`src/rtl/vec_reducer_pkg.sv`:
```
package vec_reducer_pkg;
  // Depth of the adder pipeline; the merge schedule below is laid out for 4.
  localparam int ADD_DEPTH = 4;

  // Cycles after the last accepted element (count starts at 1).
  localparam int PARK_A  = 1;
  localparam int MERGE_A = 2;
  localparam int PARK_B  = 3;
  localparam int MERGE_B = 4;
  localparam int PARK_C  = MERGE_A + ADD_DEPTH;
  localparam int MERGE_C = MERGE_B + ADD_DEPTH;
  localparam int FINAL_CYC = MERGE_C + ADD_DEPTH;
  localparam int CNT_W = $clog2(FINAL_CYC + 1);

  typedef enum logic [1:0] {
    OPA_ZERO   = 2'd0,
    OPA_STREAM = 2'd1,
    OPA_PARK   = 2'd2
  } opaSel_e;

  typedef struct packed {
    opaSel_e opaSel;
    logic    opbFromZ;
    logic    parkLoad;
  } dpCtl_t;
endpackage

```
`src/rtl/vec_add_pipe.sv`:
```
module vec_add_pipe #(
  parameter int WIDTH = 32,
  parameter int DEPTH = 4
) (
  input  logic             clk,
  input  logic             rstN,
  input  logic [WIDTH-1:0] opA,
  input  logic [WIDTH-1:0] opB,
  output logic [WIDTH-1:0] sumZ
);
  logic [WIDTH-1:0] stage [DEPTH];

  always_ff @(posedge clk) begin
    if (!rstN) stage[0] <= '0;
    else       stage[0] <= opA + opB;
  end

  for (genvar i = 1; i < DEPTH; i++) begin : g_stage
    always_ff @(posedge clk) begin
      if (!rstN) stage[i] <= '0;
      else       stage[i] <= stage[i-1];
    end
  end

  assign sumZ = stage[DEPTH-1];
endmodule

```
`src/rtl/vec_reducer_dp.sv`:
```
module vec_reducer_dp
  import vec_reducer_pkg::*;
#(
  parameter int WIDTH = 32
) (
  input  logic             clk,
  input  logic             rstN,
  input  dpCtl_t           ctl,
  input  logic [WIDTH-1:0] inData,
  output logic [WIDTH-1:0] sumZ
);
  logic [WIDTH-1:0] parkReg;
  logic [WIDTH-1:0] opA;
  logic [WIDTH-1:0] opB;

  always_comb begin
    case (ctl.opaSel)
      OPA_STREAM: opA = inData;
      OPA_PARK:   opA = parkReg;
      default:    opA = '0;
    endcase
    opB = ctl.opbFromZ ? sumZ : '0;
  end

  always_ff @(posedge clk) begin
    if (!rstN)             parkReg <= '0;
    else if (ctl.parkLoad) parkReg <= sumZ;
  end

  vec_add_pipe #(.WIDTH(WIDTH), .DEPTH(ADD_DEPTH)) u_add (
    .clk  (clk),
    .rstN (rstN),
    .opA  (opA),
    .opB  (opB),
    .sumZ (sumZ)
  );
endmodule

```
`src/rtl/vec_reducer_ctrl.sv`:
```
module vec_reducer_ctrl
  import vec_reducer_pkg::*;
(
  input  logic   clk,
  input  logic   rstN,
  input  logic   inValid,
  input  logic   inLast,
  output dpCtl_t ctl,
  output logic   inReady,
  output logic   sumDone
);
  logic             busy;
  logic [CNT_W-1:0] cnt;
  logic             accept;

  assign accept  = inValid && !busy;
  assign inReady = !busy;
  assign sumDone = busy && (cnt == CNT_W'(FINAL_CYC));

  always_ff @(posedge clk) begin
    if (!rstN) begin
      busy <= 1'b0;
      cnt  <= '0;
    end else if (!busy) begin
      if (accept && inLast) begin
        busy <= 1'b1;
        cnt  <= CNT_W'(1);
      end
    end else if (cnt == CNT_W'(FINAL_CYC)) begin
      busy <= 1'b0;
      cnt  <= '0;
    end else begin
      cnt <= cnt + CNT_W'(1);
    end
  end

  always_comb begin
    ctl.opaSel   = OPA_ZERO;
    ctl.opbFromZ = 1'b0;
    ctl.parkLoad = 1'b0;
    if (!busy) begin
      // Streaming: recirculate the partial sums, inject zero on empty cycles.
      ctl.opaSel   = accept ? OPA_STREAM : OPA_ZERO;
      ctl.opbFromZ = 1'b1;
    end else begin
      case (int'(cnt))
        PARK_A, PARK_B, PARK_C: ctl.parkLoad = 1'b1;
        MERGE_A, MERGE_B, MERGE_C: begin
          ctl.opaSel   = OPA_PARK;
          ctl.opbFromZ = 1'b1;
        end
        default: ;
      endcase
    end
  end
endmodule

```
`src/rtl/vec_reducer.sv`:
```
module vec_reducer
  import vec_reducer_pkg::*;
#(
  parameter int WIDTH = 32
) (
  input  logic             clk,
  input  logic             rstN,
  input  logic             inValid,
  input  logic             inLast,
  input  logic [WIDTH-1:0] inData,
  output logic             inReady,
  output logic [WIDTH-1:0] sumOut,
  output logic             sumDone
);
  dpCtl_t ctl;

  vec_reducer_ctrl u_ctrl (
    .clk     (clk),
    .rstN    (rstN),
    .inValid (inValid),
    .inLast  (inLast),
    .ctl     (ctl),
    .inReady (inReady),
    .sumDone (sumDone)
  );

  vec_reducer_dp #(.WIDTH(WIDTH)) u_dp (
    .clk    (clk),
    .rstN   (rstN),
    .ctl    (ctl),
    .inData (inData),
    .sumZ   (sumOut)
  );
endmodule

```
`config.mk`:
```
export PLATFORM = sky130hd
export DESIGN_NAME = vec_reducer
export DESIGN_NICKNAME = d
export VERILOG_FILES = /design/src/rtl/vec_reducer_pkg.sv /design/src/rtl/vec_add_pipe.sv /design/src/rtl/vec_reducer_dp.sv /design/src/rtl/vec_reducer_ctrl.sv /design/src/rtl/vec_reducer.sv
export SDC_FILE = /design/constraint.sdc
export NUM_CORES = 1
export LEC_CHECK = 0
export BUFFER_PORTS_ARGS = -buffer_cell sky130_fd_sc_hd__buf_2
export CORE_MARGIN = 2
export CORE_UTILIZATION = 50
export CTS_CLUSTER_DIAMETER = 200
export DETAILED_ROUTE_END_ITERATION = 6
export HOLD_SLACK_MARGIN = 0.08
export PLACE_DENSITY = 0.66
export SLEW_MARGIN = 20
export SYNTH_ARGS = -nofsm -noshare
export SYNTH_HDL_FRONTEND = slang
export SYNTH_HIERARCHICAL = 1
export SYNTH_SLANG_ARGS = --single-unit
```
`constraint.sdc`:
```
create_clock -name clk -period 11.15 [get_ports clk]
set_input_delay 1.115 -clock clk [delete_from_list [all_inputs] [get_ports clk]]
set_output_delay 1.115 -clock clk [all_outputs]
set_load 0.005 [all_outputs]
```
==> impl_metrics.csv <==
group,metric,value,unit
outcome,outcome,"finished, final reports clean",
die,rows,44,
finish,nets,914,
drt,dr.pass1.iters,6,
logic_synthesis,synthCells,793,
finish,num_antenna_cells,0,
placement,post-dp-hpwl,10600,um
clock_network,cts_buffer_depth,2,
clock_network,clk_pin_slew,0.06,ns
logic_synthesis,muxShareOfSynthArea,5.28,%
critical_path,startpoint_type,"register",
logic_synthesis,synthArstFlopShare,0,%
placement,gp_congestion,0.882,
die,die_w,126,um
die,die_area,15900,um2
clock_network,root_buffer,"clkbuf_16",
die,ios,70,
grt,grt-ovfl-total,0,
grt,antenna_found_initial,0,
logic_synthesis,syn_area,7440,um2
logic_synthesis,ys_seq_area_share,44.4,%
timing,fmax,222,MHz
grt,grt_usage,20.4,%
timing,slew_viol_final,0,
clock_network,cts_tree,"yes",
logic_synthesis,syn_avg_cell_area,9.38,um2
logic_synthesis,synth_adder_area_share,6.49,%
logic_synthesis,synth-xor-area-share,1.65,%
placement,io_buffers,69,
clock_network,cts_setup_buffers,0,
drt,finalWirelength,15800,um
drt,drt_iter0_markers,361,
logic_synthesis,yosys.area_share.simple,24.2,%
clock_network,cts_resized,0,
pwr,irDropWorstVdd,0.0945,mV
grt,grt_pass1_wl,26600,um
logic_synthesis,synth_edf_count,0,
clock_network,cts.sinks,165,
logic_synthesis,syn_nets,867,
drt,vias_per_cell,5.48,
worst_hold_path,hold_class,"reg -> reg",
timing,fin_skew,0.00898,ns
finish,regArea,3300,um2
die,die_h,126,um
critical_path,worstSetupEndpointType,"register",
logic_synthesis,yosysUniqueCellTypes,66,
drt,drtAntennaViolNets,0,
critical_path,crit_type,"reg -> reg",
drt,wire_per_inst,15.3,um
logic_synthesis,synth-main-ff-cell,"dfxtp_1",
finish,fill_cells,1297,
drt,vias,5680,
critical_path,cp.required,11.48,ns
timing,fin_tns_setup,0,ns
timing,worst_pin_slew,0.843,ns
pwr,p_leak,3.50,nW
run,max_cap_viol_count,0,
drt,drcViolationCount,0,
timing,slew-limit-headroom,43.5,%
logic_synthesis,synth_top_family_by_area,"simple AND/OR/NAND/NOR gates",
logic_synthesis,ys_ff_latch,165,
timing,fin_crit_sh,40.4,%
finish,multi_input_area,3830,um2
finish,area_delta_synth_final,12.1,%
timing,setup_viol,0,
critical_path,cp_max_fo,32,
clock_network,clkLatencyLatePin,0.42,ns
clock_network,holdBufCountCts,0,
logic_synthesis,yosys_warnings,6,
timing,period_needed,4.50,ns
pwr,power_density,144,nW/um2
timing,hold_ws,0.426,ns
timing,rsz0062_at_grt,"false",
die,core_region_area,14500,um2
clock_network,cts_buffers,17,
grt,grt_max_degree,87,
finish,drive_gt1_share,14.4,%
timing,hold_viol,0,
critical_path,cp.arrival,4.83,ns
logic_synthesis,synth_compound_gate_area_share,13.8,%
grt,grt_pass1_vias,5560,
die,start_util,51.2,%
clock_network,htreeDepth,4,
==> placed cells by master (no fill, tap or decap), types with 14 or more instances in the layout <==
| cell type | netlist | final |
|---|---|---|
| ha_1 | 37 | 36 |
| mux2i_1 | 37 | 37 |
| o21ai_0 | 22 | 22 |
| nor2b_1 | 33 | 33 |
| a21oi_1 | 37 | 37 |
| nand2_1 | 37 | 37 |
| nor2_1 | 61 | 61 |
| buf_2 | 11 | 68 |
| inv_1 | 14 | 14 |
| a22oi_1 | 33 | 33 |
| dfxtp_1 | 165 | 165 |
| clkbuf_16 | 0 | 17 |
| nor3_1 | 16 | 16 |
| and2_1 | 133 | 133 |
==> final timing paths <==
kind | start | cells past startpoint | slack, ns | end
worst max-delay path | u_ctrl/cnt[0] | 15 | 6.65 | u_dp/u_add/stage[0][28]
worst min-delay path | u_dp/u_add/stage[0][0] | 1 | 0.43 | u_dp/u_add/stage[1][0]
worst max register to register | u_ctrl/cnt[0] | 15 | 6.65 | u_dp/u_add/stage[0][28]
worst min register to register | u_dp/u_add/stage[0][0] | 1 | 0.43 | u_dp/u_add/stage[1][0]
==> registers in the layout, indices dropped and copies added, names as in the netlist <==
register and count:
u_dp/parkReg 32, u_ctrl/cnt 4, u_ctrl/busy 1, u_dp/u_add/stage 128
==> kinds of logic after synthesis <==
kind of cell | Yosys count
compound gates | 149
xor+xnor | 14
fa+ha+maj | 38
buf+inv | 61
flops | 165
mux | 39
simple gates | 327
==> through the flow <==
step           cell area, um2  worst slack [ns]  cells  utilization, %  power, W
3_5_place_dp             7800              6.15   1005            53.6  0.000688
6_report                 8340              6.65   1037            57.4   0.00120
5_1_grt                  8340              6.31   1037            57.4   0.00125
2_1_floorplan            7440              7.05    793               -  0.000667
3_3_place_gp             7800              6.26   1005            53.6  0.000686
4_1_cts                  8330              6.29   1037            57.3   0.00121
==> cells in the mapped netlist, types with 3 or more instances <==
master / number / share of area (%)
a21boi_0: 3 / 0.30
a21o_1: 7 / 0.71
a21oi_1: 37 / 2.5
a22oi_1: 33 / 3.3
and2_1: 133 / 11
and3_1: 4 / 0.34
buf_12: 3 / 0.81
buf_2: 11 / 0.74
buf_6: 3 / 0.45
clkbuf_1: 26 / 1.3
dfxtp_1: 165 / 44
ha_1: 37 / 6.2
inv_1: 14 / 0.71
mux2i_1: 37 / 5.0
nand2_1: 37 / 1.9
nand2b_1: 7 / 0.59
nand3_1: 9 / 0.61
nand4_1: 9 / 0.76
nor2_1: 61 / 3.1
nor2b_1: 33 / 2.8
nor3_1: 16 / 1.1
nor3b_1: 4 / 0.40
o211a_1: 3 / 0.40
o21a_1: 9 / 0.91
o21ai_0: 22 / 1.5
o21bai_1: 3 / 0.30
o311ai_0: 3 / 0.35
xnor2_1: 6 / 0.71
xor2_1: 8 / 0.94
==> metal layers <==
metal | GRT usage (%) | vias up | wire, um
met5 | 0 | - | 0
met3 | 5.52 | 19 | 830
met1 | 27.4 | 2690 | 7630
met4 | 6.79 | 0 | 198
li1 | - | 2824 | -
met2 | 32.0 | 147 | 7190
==> power breakdown <==
group | switching, W | total (W) | internal [W] | leakage (nW)
Sequential | 0.00000385 | 0.000602 | 0.000598 | 1.33
Clock | 0.000242 | 0.000527 | 0.000286 | 0.253
Combinational | 0.0000453 | 0.0000727 | 0.0000274 | 1.91
Total | 0.000291 | 0.00120 | 0.000912 | 3.50
==> final cells by class <==
cell class / instances / area share (%)
Multi-Input combinational cell: 567 / 45.9
Sequential cell: 165 / 39.6
Clock buffer: 18 / 5.15
Timing Repair Buffer: 73 / 4.53
Tap cell: 184 / 2.76
Clock inverter: 14 / 1.28
Inverter: 16 / 0.720
==> worst max-delay path: stages, from the launching register on <==
cell and delay (ns):
dfxtp_1 0.45, inv_1 0.10, ha_1 0.27, mux2i_1 0.15, o21ai_0 0.12, and2_1 0.20
ha_2 0.76, nor2_1 0.12, ha_1 0.27, fa_1 0.41, a21o_1 0.21, a221o_1 0.38
a22oi_2 0.18, o21ai_2 0.16, or4_4 0.55, o211ai_2 0.07
No activity file was read; power rests on OpenSTA's default activity.
